==> config.mk <==
export PLATFORM = sky130hd
export DESIGN_NAME = flash_rstsleep_ctrl
export DESIGN_NICKNAME = d
export VERILOG_FILES = /design/src/rtl/frs_pkg.sv /design/src/rtl/frs_pin_seq.sv /design/src/rtl/frs_idle_timer.sv /design/src/rtl/flash_rstsleep_ctrl.sv
export SDC_FILE = /design/constraint.sdc
export NUM_CORES = 1
export LEC_CHECK = 0
export BUFFER_PORTS_ARGS = -buffer_cell sky130_fd_sc_hd__buf_2
export CAP_MARGIN = 40
export CORE_MARGIN = 3
export CORE_UTILIZATION = 54
export DETAILED_ROUTE_END_ITERATION = 12
export PLACE_DENSITY = 0.79
export REMOVE_ABC_BUFFERS = 1
export SYNTH_ARGS = -nofsm -noshare
export SYNTH_HDL_FRONTEND = slang
export SYNTH_SLANG_ARGS = --single-unit
==> constraint.sdc <==
create_clock -name clk -period 3.7 [get_ports clk]
set_input_delay 0.37 -clock clk [delete_from_list [all_inputs] [get_ports clk]]
set_output_delay 0.37 -clock clk [all_outputs]
set_load 0.005 [all_outputs]
==> src/rtl/frs_pkg.sv <==
`timescale 1ns/1ps
package frs_pkg;
  typedef enum logic [1:0] {
    PS_RUN  = 2'd0,
    PS_HOLD = 2'd1,
    PS_REC  = 2'd2
  } pin_state_e;
endpackage

==> src/rtl/frs_pin_seq.sv <==
`timescale 1ns/1ps
module frs_pin_seq
  import frs_pkg::*;
#(
  parameter int unsigned T_RP       = 4,
  parameter int unsigned T_RDY_BUSY = 30,
  parameter int unsigned T_RDY_IDLE = 10,
  parameter int unsigned T_RH       = 3
) (
  input  logic clk,
  input  logic rst,
  input  logic pin_n,
  input  logic emb_busy,
  output logic run_nxt,
  output logic abort_req,
  output logic cmd_ignore,
  output logic ready,
  output logic rd_ok
);
  localparam int unsigned M1   = (T_RP > T_RH) ? T_RP : T_RH;
  localparam int unsigned M2   = (T_RDY_BUSY > T_RDY_IDLE) ? T_RDY_BUSY : T_RDY_IDLE;
  localparam int unsigned MAXC = (M1 > M2) ? M1 : M2;
  localparam int unsigned CW   = $clog2(MAXC + 1);
  localparam logic [CW-1:0] C_MAX  = CW'(MAXC);
  localparam logic [CW-1:0] C_RP   = CW'(T_RP);
  localparam logic [CW-1:0] C_RH   = CW'(T_RH);
  localparam logic [CW-1:0] C_BUSY = CW'(T_RDY_BUSY);
  localparam logic [CW-1:0] C_IDLE = CW'(T_RDY_IDLE);

  function automatic logic [CW-1:0] sat_inc(input logic [CW-1:0] v);
    return (v == C_MAX) ? v : v + 1'b1;
  endfunction

  pin_state_e st_q, st_n;
  logic [CW-1:0] lo_q, lo_n, rc_q, rc_n, rh_q, rh_n;
  logic bh_q, bh_n;
  logic pin_low, qual;
  logic [CW-1:0] lim;

  always_comb begin
    pin_low = !pin_n;
    lo_n    = pin_low ? sat_inc(lo_q) : '0;
    qual    = pin_low && (lo_n >= C_RP);
    st_n    = st_q;
    rc_n    = rc_q;
    rh_n    = rh_q;
    bh_n    = bh_q;
    lim     = bh_q ? C_BUSY : C_IDLE;
    if (qual && (st_q != PS_HOLD)) begin
      st_n = PS_HOLD;
      bh_n = emb_busy;
      rc_n = lo_n;
      rh_n = '0;
    end else if (st_q != PS_RUN) begin
      rc_n = sat_inc(rc_q);
      if (pin_low) begin
        rh_n = '0;
      end else begin
        rh_n = sat_inc(rh_q);
        st_n = ((rh_n >= C_RH) && (rc_n >= lim)) ? PS_RUN : PS_REC;
      end
    end
    run_nxt = (st_n == PS_RUN);
  end

  always_ff @(posedge clk) begin
    if (rst) begin
      st_q       <= PS_RUN;
      lo_q       <= '0;
      rc_q       <= '0;
      rh_q       <= '0;
      bh_q       <= 1'b0;
      abort_req  <= 1'b0;
      cmd_ignore <= 1'b0;
      ready      <= 1'b1;
      rd_ok      <= 1'b1;
    end else begin
      st_q       <= st_n;
      lo_q       <= lo_n;
      rc_q       <= rc_n;
      rh_q       <= rh_n;
      bh_q       <= bh_n;
      abort_req  <= (st_n == PS_HOLD) && bh_n;
      cmd_ignore <= (st_n == PS_HOLD);
      ready      <= run_nxt ? !emb_busy : !(bh_n && (rc_n < C_BUSY));
      rd_ok      <= run_nxt;
    end
  end

  // a command lockout can only start on an edge where the pin was low
  a_r1_qual_pin_low: assert property (@(posedge clk) disable iff (rst)
    $rose(cmd_ignore) |-> !$past(pin_n));
  // reads come back only on an edge where the pin was sampled high
  a_r5_release_high: assert property (@(posedge clk) disable iff (rst)
    $rose(rd_ok) |-> $past(pin_n));
  // abort is only raised inside the command lockout
  a_r2_abort_in_hold: assert property (@(posedge clk) disable iff (rst)
    abort_req |-> cmd_ignore);
endmodule

==> src/rtl/frs_idle_timer.sv <==
`timescale 1ns/1ps
module frs_idle_timer #(
  parameter int unsigned AW      = 8,
  parameter int unsigned T_SLEEP = 6
) (
  input  logic          clk,
  input  logic          rst,
  input  logic [AW-1:0] addr,
  input  logic          run_nxt,
  output logic          sleep_nxt,
  output logic          sleep
);
  localparam int unsigned SW = $clog2(T_SLEEP + 1);
  localparam logic [SW-1:0] S_LIM = SW'(T_SLEEP);

  logic [AW-1:0] prev_q;
  logic [SW-1:0] cnt_q, cnt_n;
  logic          moved;

  always_comb begin
    moved     = (addr != prev_q);
    if (moved || !run_nxt)    cnt_n = '0;
    else if (cnt_q == S_LIM)  cnt_n = cnt_q;
    else                      cnt_n = cnt_q + 1'b1;
    sleep_nxt = (cnt_n >= S_LIM);
  end

  always_ff @(posedge clk) begin
    if (rst) begin
      prev_q <= '0;
      cnt_q  <= '0;
      sleep  <= 1'b0;
    end else begin
      prev_q <= addr;
      cnt_q  <= cnt_n;
      sleep  <= sleep_nxt;
    end
  end

  // an address change while asleep wakes the device at the next edge
  a_r8_wake_on_move: assert property (@(posedge clk) disable iff (rst)
    (sleep && (addr != prev_q)) |=> !sleep);
endmodule

==> src/rtl/flash_rstsleep_ctrl.sv <==
`timescale 1ns/1ps
module flash_rstsleep_ctrl #(
  parameter int unsigned AW         = 8,
  parameter int unsigned DW         = 16,
  parameter int unsigned T_RP       = 4,
  parameter int unsigned T_RDY_BUSY = 30,
  parameter int unsigned T_RDY_IDLE = 10,
  parameter int unsigned T_RH       = 3,
  parameter int unsigned T_SLEEP    = 6
) (
  input  logic          clk,
  input  logic          rst,
  input  logic          rst_pin_n,
  input  logic [AW-1:0] addr,
  input  logic          emb_busy,
  input  logic          ce_n,
  input  logic          oe_n,
  input  logic [DW-1:0] dq_in,
  output logic          abort_req,
  output logic          out_hiz,
  output logic          ready,
  output logic          cmd_ignore,
  output logic          sleep,
  output logic          read_ok,
  output logic [DW-1:0] dq_out
);
  logic run_nxt, sleep_nxt, rd_en;

  frs_pin_seq #(
    .T_RP(T_RP), .T_RDY_BUSY(T_RDY_BUSY), .T_RDY_IDLE(T_RDY_IDLE), .T_RH(T_RH)
  ) u_pin (
    .clk(clk), .rst(rst), .pin_n(rst_pin_n), .emb_busy(emb_busy),
    .run_nxt(run_nxt), .abort_req(abort_req), .cmd_ignore(cmd_ignore),
    .ready(ready), .rd_ok(read_ok)
  );

  frs_idle_timer #(.AW(AW), .T_SLEEP(T_SLEEP)) u_idle (
    .clk(clk), .rst(rst), .addr(addr), .run_nxt(run_nxt),
    .sleep_nxt(sleep_nxt), .sleep(sleep)
  );

  assign rd_en = run_nxt && !ce_n && !oe_n;

  always_ff @(posedge clk) begin
    if (rst) begin
      out_hiz <= 1'b1;
      dq_out  <= '0;
    end else begin
      out_hiz <= !rd_en;
      if (rd_en && !sleep_nxt) dq_out <= dq_in;
    end
  end

  // commands locked out implies outputs tristated
  a_r2_lockout_hiz: assert property (@(posedge clk) disable iff (rst)
    cmd_ignore |-> out_hiz);
  // no drive while reads are barred
  a_r6_noread_hiz: assert property (@(posedge clk) disable iff (rst)
    !read_ok |-> out_hiz);
  // a qualified reset never coexists with sleep
  a_r9_lockout_awake: assert property (@(posedge clk) disable iff (rst)
    cmd_ignore |-> !sleep);
  // data frozen across consecutive sleeping cycles
  a_r8_dq_frozen: assert property (@(posedge clk) disable iff (rst)
    sleep |=> (!sleep || $stable(dq_out)));
endmodule

==> results of run 1 <==
==> sequential cells by signal, summed over array words and instances, names as in the netlist <==
register and cells:
u_pin.lo_q 5, u_pin.st_q 2, dq_out 16, u_pin.cmd_ignore 1, u_idle.prev_q 8, out_hiz 1
u_pin.ready 1, u_pin.rd_ok 1, u_pin.abort_req 1, u_idle.sleep 1, u_pin.rc_q 5, u_idle.cnt_q 3
u_pin.bh_q 1, u_pin.rh_q 5
==> metrics by stage <==
step                      cell area [um^2]  util, %  total power (W)  std cells
final                                 2840     64.3         0.000981        379
after global routing                  2840     64.3          0.00103        379
after CTS                             2840     64.3         0.000991        379
after detailed placement              2750     62.3         0.000671        371
after global placement                2740     62.0         0.000668        370
after floorplan                       2420        -         0.000627        267
==> worst min path at each step <==
stage | start | endpoint
after floorplan | rst | u_pin.rc_q[2]$_SDFF_PP0_
after global placement | dq_out[10]$_SDFFE_PP0P_ | dq_out[10]$_SDFFE_PP0P_
after detailed placement | dq_out[2]$_SDFFE_PP0P_ | dq_out[2]$_SDFFE_PP0P_
after CTS | oe_n | out_hiz$_SDFF_PP1_
after global routing | addr[5] | u_idle.prev_q[5]$_SDFF_PP0_
final | oe_n | out_hiz$_SDFF_PP1_
==> layout make-up <==
type / count / area (um^2)
clock buffers: 6 / 72.6
clock inverters: 2 / 16.3
fillers: 368 / 1580
inverters: 10 / 37.5
multi-input cells: 206 / 1360
flip-flops and latches: 51 / 1020
well taps: 52 / 65.1
repair buffers: 52 / 267
==> cells by family (layout without fill, tap and decap cells) <==
kind of cell / count (synthesis) / count (layout) / share of synthesized area (%)
and+or+nand+nor: 112 / 112 / 22.5
AOI/OAI and AO/OA: 52 / 52 / 14.7
DFF: 51 / 51 / 41.0
buffers and inverters: 23 / 70 / 4.37
muxes: 21 / 21 / 8.59
xor gates and xnor gates: 11 / 11 / 3.87
adders and majority gates: 10 / 10 / 5.03
==> metal layers <==
metal	routed length (um)	up-vias	track usage (%)
li1	-	1076	-
met1	2240	949	24.8
met2	2320	53	31.5
met3	353	5	6.43
met4	63	0	6.04
met5	0	-	0
==> where the power goes <==
| part | internal, W | switching, W | total (W) | leakage (nW) |
|---|---|---|---|---|
| Clock | 0.000136 | 0.000186 | 0.000322 | 0.0418 |
| Combinational | 0.0000411 | 0.0000428 | 0.0000839 | 0.759 |
| Sequential | 0.000565 | 0.00000918 | 0.000574 | 0.416 |
| Total | 0.000742 | 0.000238 | 0.000981 | 1.22 |
==> layout by cell type, fill, tap and decap left out, types with 2 or more instances in the layout <==
| master | n |
|---|---|
| sky130_fd_sc_hd__inv_1 | 10 |
| sky130_fd_sc_hd__clkbuf_8 | 5 |
| sky130_fd_sc_hd__mux2_2 | 3 |
| sky130_fd_sc_hd__nand3b_1 | 2 |
| sky130_fd_sc_hd__o22a_1 | 2 |
| sky130_fd_sc_hd__nor4_1 | 3 |
| sky130_fd_sc_hd__a41oi_1 | 2 |
| sky130_fd_sc_hd__nand2b_1 | 3 |
| sky130_fd_sc_hd__nor2_1 | 46 |
| sky130_fd_sc_hd__a21oi_1 | 12 |
| sky130_fd_sc_hd__a21o_1 | 2 |
| sky130_fd_sc_hd__or2_2 | 2 |
| sky130_fd_sc_hd__nand4_1 | 5 |
| sky130_fd_sc_hd__nand2_1 | 13 |
| sky130_fd_sc_hd__nor3_1 | 10 |
| sky130_fd_sc_hd__a21boi_0 | 2 |
| sky130_fd_sc_hd__nor2b_1 | 11 |
| sky130_fd_sc_hd__o21ai_0 | 8 |
| sky130_fd_sc_hd__mux2i_1 | 18 |
| sky130_fd_sc_hd__or3_1 | 2 |
| sky130_fd_sc_hd__a211oi_1 | 3 |
| sky130_fd_sc_hd__xnor2_1 | 3 |
| sky130_fd_sc_hd__buf_2 | 51 |
| sky130_fd_sc_hd__xor2_1 | 8 |
| sky130_fd_sc_hd__a31o_2 | 2 |
| sky130_fd_sc_hd__dfxtp_1 | 51 |
| sky130_fd_sc_hd__ha_1 | 10 |
| sky130_fd_sc_hd__nand3_1 | 7 |
| sky130_fd_sc_hd__a31oi_1 | 6 |
==> tightest hold or removal path, cell delays in order <==
cell and delay [ps]:
sky130_fd_sc_hd__buf_2 70, sky130_fd_sc_hd__nor2_1 50, sky130_fd_sc_hd__nand3b_1 70
==> impl_metrics.py, run 1 <==
metrics = {
    "global_routing": {
        "grt_first_pass_wirelength_um": 8360,
        "gr-total-overflow": 0,
        "grt_use_total_pct": 19.5,
        "number_of_antenna_violations_at_the_first_check_in_global_routing": 0,
        "grt_pass1_vias": 1899,
        "largest_net_degree_at_the_start_of_global_routing": 44,
    },
    "critical_path": {
        "endpoint_kind": "register",
        "timing.critical_path.fanout_max": 9,
        "crit_buf_inv": 2,
        "critical_path_class": "reg2reg",
        "critical_path.startpoint": "u_pin.rc_q[0]$_SDFFE_PP0P_",
        "critical_path.endpoint": "dq_out[13]$_SDFFE_PP0P_",
        "path_cells": "inv_1, ha_1, nand4_1, nand2_1, ha_1, a21o_1, a31o_2, a311oi_2, nor3_4, buf_6, mux2i_1, nor2_1",
        "timing.critical_path.from_type": "register",
        "timing.critical_path.slowest_cell_delay_ps": 500,
        "path_delay_family": "compound AO/OA/AOI/OAI gates",
        "cp_num_cells": 12,
        "rrSetupSlack_ps": 830,
        "worst_ep_required_time_ps": 3870,
        "critPathArrivalTime_ps": 3050,
        "path_common_cell": "sky130_fd_sc_hd__ha_1",
        "critical_path.slowest_cell": "sky130_fd_sc_hd__a311oi_2",
        "worstReg2RegStart": "u_pin.rc_q[0]$_SDFFE_PP0P_",
        "worst-r2r-cell-count": 12,
        "crit-reg2reg-capture": "dq_out[13]$_SDFFE_PP0P_",
    },
    "timing": {
        "maxClockFrequency_mhz": 348,
        "worst_hold_slack_ps": 294,
        "final_period_minus_worst_setup_slack_ps": 2870,
        "timing.final.hold_violations": 0,
        "finalWorstSetupSlack_ps": 826,
        "final.setup.tns_ps": 0,
        "finalSetupViolations": 0,
        "final-max-slew-violation-count": 0,
        "period_share_pct": 77.7,
        "timing.clock.skew_ps": 3.82,
        "relative_slew_slack_pct": 38.4,
        "tightest_pin_transition_ps": 919,
        "grt_setup_unrepaired": "false",
    },
    "synthesis": {
        "netlist_area_um2": 2490,
        "top_count_cell_post_synth": "sky130_fd_sc_hd__dfxtp_1",
        "synth_area_per_cell_um2": 8.89,
        "synthDominantCellAreaShare_pct": 41.0,
        "synth_cell_types": 52,
        "part_of_the_yosys_area_used_for_sequential_elements_pct": 41.0,
        "synthTopCellsByCount": "sky130_fd_sc_hd__dfxtp_1 (51), sky130_fd_sc_hd__nor2_1 (46), sky130_fd_sc_hd__mux2i_1 (18), sky130_fd_sc_hd__nand2_1 (13), sky130_fd_sc_hd__a21oi_1 (12)",
        "synthFlopType": "sky130_fd_sc_hd__dfxtp_1",
        "synth.largest_area_cell": "sky130_fd_sc_hd__dfxtp_1",
        "ys_async_sr_fraction_pct": 0,
        "synth_cells": 280,
        "yosysWarningCount": 0,
        "ys_ff_latch": 51,
        "yosys-top-cells-area": "sky130_fd_sc_hd__dfxtp_1 (41%), sky130_fd_sc_hd__mux2i_1 (7.2%), sky130_fd_sc_hd__nor2_1 (6.9%), sky130_fd_sc_hd__ha_1 (5.0%), sky130_fd_sc_hd__xor2_1 (2.8%)",
        "synth_enable_flop_cells": 0,
    },
    "min_path": {
        "hold-path-cell-count": 3,
        "worst_hold_path_type": "in2reg",
    },
    "route": {
        "post-route-drc-count": 0,
        "detailedRoute.firstPassIterationCount": 4,
        "vias": 2083,
        "drt-initial-drc-count": 192,
        "ant_nets": 0,
        "detail_route.wl_per_cell_um": 13.2,
        "detail_routed_via_count_per_cell": 5.50,
        "overall_routed_net_length_um": 4980,
    },
    "layout": {
        "num_antenna_cells": 0,
        "finish.net_count": 366,
        "area_growth_syn_to_layout_pct": 14.0,
        "drive_gt1_share_pct": 21.7,
    },
    "floorplan": {
        "effective_utilization_at_floorplan_pct": 56.4,
        "dieArea_um2": 5460,
        "io_pins": 52,
        "die-height_um": 73.9,
        "rows": 24,
        "die_span_x_um": 73.9,
        "fp.coreArea_um2": 4410,
    },
    "clock_tree": {
        "cts_root_cell": "sky130_fd_sc_hd__clkbuf_8",
        "insertion_delay_ps": 300,
        "hold_buffers": 0,
        "cts_made_buffers": 5,
        "post_cts_resize_count": 0,
        "max-clock-path-buffers": 2,
        "cts_sinks": 51,
        "cts_tree": "yes",
        "cts_setup_buffers": 0,
        "clk_pin_slew_ps": 90,
        "h-tree-depth": 2,
    },
    "power_and_ir_drop": {
        "power.density_nw_per_um2": 345,
        "power.ir.vdd_worst_v": 0.000348,
        "cellLeakagePower_nw": 1.22,
    },
    "job": {
        "max_cap_violations": 0,
    },
    "placed_design": {
        "placement.setup.worst_slack_ps": 856,
        "place.port_buffers": 51,
        "finalWeightedCongestion": 0.811,
        "dp.final_hpwl_um": 3650,
    },
    "status": {
        "run_status": "finished, final reports clean",
    },
}
Power figures use the tool's default switching activity.
==> run 2, diff against run 1 <==
==> constraint.sdc (replaced) <==
create_clock -name clk -period 2.7 [get_ports clk]
set_input_delay 0.27 -clock clk [delete_from_list [all_inputs] [get_ports clk]]
set_output_delay 0.27 -clock clk [all_outputs]
set_load 0.005 [all_outputs]
==> run 2 against run 1 <==
- utilization is 3.8 points higher
- first-iteration DRC count decreased by 17%
- critical path type unchanged
- flip-flop and latch count is the same
- die area unchanged
- largest cell class unchanged
- clock-buffer cell count stayed put
- register-to-register slack got worse by 690 ps
- total power is 49% higher
==> impl_metrics.py, run 2 (synthesized netlist as in run 1, its figures left out) <==
metrics = {
    "status": {
        "run_status": "finished, final reports clean",
    },
    "clock_tree": {
        "max-clock-path-buffers": 2,
        "cts_sinks": 51,
        "cts_root_cell": "sky130_fd_sc_hd__clkbuf_8",
        "hold_buffers": 0,
        "clk_pin_slew_ps": 90,
        "h-tree-depth": 2,
        "cts_tree": "yes",
        "cts_made_buffers": 5,
        "insertion_delay_ps": 300,
    },
    "timing": {
        "relative_slew_slack_pct": 50.6,
        "timing.final.hold_violations": 0,
        "period_share_pct": 95.1,
        "finalSetupViolations": 0,
        "final-max-slew-violation-count": 0,
        "timing.clock.skew_ps": 7.64,
        "final_period_minus_worst_setup_slack_ps": 2570,
        "finalWorstSetupSlack_ps": 132,
        "maxClockFrequency_mhz": 389,
        "worst_hold_slack_ps": 190,
        "tightest_pin_transition_ps": 741,
        "grt_setup_unrepaired": "false",
    },
    "critical_path": {
        "worst_ep_required_time_ps": 2910,
        "crit_buf_inv": 2,
        "timing.critical_path.fanout_max": 4,
        "path_cells": "buf_4, ha_1, nand4_1, nand2_1, ha_1, a21o_1, a31o_2, a311oi_4, buf_4, o21a_1, o21ai_0, a21o_1",
        "worst-r2r-cell-count": 12,
        "critical_path_class": "reg2reg",
        "worstReg2RegStart": "u_pin.rc_q[1]$_SDFF_PP0_",
        "rrSetupSlack_ps": 130,
        "timing.critical_path.slowest_cell_delay_ps": 350,
        "critical_path.slowest_cell": "sky130_fd_sc_hd__a311oi_4",
        "path_delay_family": "compound AO/OA/AOI/OAI gates",
        "critPathArrivalTime_ps": 2780,
        "endpoint_kind": "register",
        "crit-reg2reg-capture": "u_pin.ready$_SDFF_PP1_",
        "critical_path.startpoint": "u_pin.rc_q[1]$_SDFF_PP0_",
        "timing.critical_path.from_type": "register",
    },
    "layout": {
        "reg_top3": "dq_out: 16 flops, u_idle.prev_q: 8 flops",
        "largest_reg_flops": 16,
        "most-common-layout-cells": "sky130_fd_sc_hd__buf_2 (51), sky130_fd_sc_hd__dfxtp_1 (49), sky130_fd_sc_hd__nor2_1 (46)",
        "num_antenna_cells": 0,
        "layout_commonest_cell": "sky130_fd_sc_hd__buf_2",
        "nFillCells": 340,
        "drive_gt1_share_pct": 26.1,
        "area_growth_syn_to_layout_pct": 20.7,
        "finish.net_count": 380,
        "post-route-cell-area_um2": 3010,
        "largest_reg_by_ff_count": "dq_out",
    },
    "route": {
        "drt-initial-drc-count": 160,
        "ant_nets": 0,
        "detail_route.wl_per_cell_um": 13.0,
        "post-route-drc-count": 0,
        "vias": 2115,
        "detailedRoute.firstPassIterationCount": 4,
        "detail_routed_via_count_per_cell": 5.38,
        "overall_routed_net_length_um": 5110,
    },
    "floorplan": {
        "fp.coreArea_um2": 4410,
        "io_pins": 52,
        "die-height_um": 73.9,
        "rows": 24,
        "die_span_x_um": 73.9,
        "effective_utilization_at_floorplan_pct": 56.4,
        "dieArea_um2": 5460,
    },
    "placed_design": {
        "placement.setup.worst_slack_ps": -22.6,
        "dp.final_hpwl_um": 3820,
        "place.port_buffers": 51,
        "detailed_place.area_um2": 2850,
        "finalWeightedCongestion": 0.850,
    },
    "power_and_ir_drop": {
        "cellLeakagePower_nw": 1.31,
        "power.ir.vdd_worst_v": 0.000491,
        "power.density_nw_per_um2": 487,
    },
    "min_path": {
        "worst_hold_path_type": "in2reg",
        "hold_path_startpoint": "oe_n",
        "hold-path-cell-count": 3,
        "hold-path-endpoint": "out_hiz$_SDFF_PP1_",
    },
    "job": {
        "max_cap_violations": 0,
    },
    "global_routing": {
        "grt_pass1_vias": 1889,
        "number_of_antenna_violations_at_the_first_check_in_global_routing": 0,
        "grt_use_total_pct": 19.5,
        "gr-total-overflow": 0,
        "largest_net_degree_at_the_start_of_global_routing": 44,
        "grt_first_pass_wirelength_um": 8500,
    },
}
-- run 2: layer usage --
metal  track usage, %  vias up  part of all wire (%)
met4             5.03        0                   1.2
met5                0        -                     0
met2             30.1       58                    46
met1             26.9      942                    46
li1                 -     1108                     -
met3             5.47        7                   6.9
-- run 2: how the worst max path moves through the flow --
| stage | endpoint | slack (ps) | cells past startpoint |
|---|---|---|---|
| detailed placement | dq_out[3]$_SDFFE_PP0P_ | -20 | 11 |
| floorplan | dq_out[0]$_SDFFE_PP0P_ | 100 | 11 |
| global route | u_pin.ready$_SDFF_PP1_ | 10 | 12 |
| finish | u_pin.ready$_SDFF_PP1_ | 130 | 12 |
| global placement | dq_out[8]$_SDFFE_PP0P_ | -110 | 10 |
| CTS | dq_out[3]$_SDFFE_PP0P_ | 1 | 11 |
-- run 2: layout make-up --
class	count	area [um^2]	area share, %
clock buffer	6	82.6	2.75
clock inverter	2	35.0	1.17
inverter	10	37.5	1.25
multi-input combinational	206	1370	45.7
sequential	51	1020	34.1
tap	52	65.1	2.16
timing repair buffer	66	388	12.9
-- run 2: worst register-to-register path: stages, from the launching register on --
cell	delay, ps
sky130_fd_sc_hd__dfxtp_2	340
sky130_fd_sc_hd__buf_4	140
sky130_fd_sc_hd__ha_1	200
sky130_fd_sc_hd__nand4_1	110
sky130_fd_sc_hd__nand2_1	70
sky130_fd_sc_hd__ha_1	270
sky130_fd_sc_hd__a21o_1	170
sky130_fd_sc_hd__a31o_2	250
sky130_fd_sc_hd__a311oi_4	350
sky130_fd_sc_hd__buf_4	200
sky130_fd_sc_hd__o21a_1	110
sky130_fd_sc_hd__o21ai_0	70
sky130_fd_sc_hd__a21o_1	180
-- run 2: where the power goes --
group          internal (W)  switching, W
Combinational     0.0000635     0.0000628
Clock              0.000300      0.000251
Sequential         0.000774     0.0000107
Total               0.00114      0.000324
-- run 2: stage by stage --
step / TNS, ps / power, W / instances / utilization, %
final: 0 / 0.00146 / 393 / 68.1
after global routing: 0 / 0.00152 / 393 / 68.1
after CTS: 0 / 0.00147 / 392 / 67.5
after detailed placement: -41.6 / 0.000925 / 384 / 64.6
after global placement: -1640 / 0.000919 / 383 / 64.3
after floorplan: 0 / 0.000859 / 267 / -
-- run 2: what timing repair did --
item,CTS,global route
pin swaps,0,2
gates resized for setup,1,3
gates cloned,0,0
buffers inserted,0,1
endpoints found under the setup margin,11,15
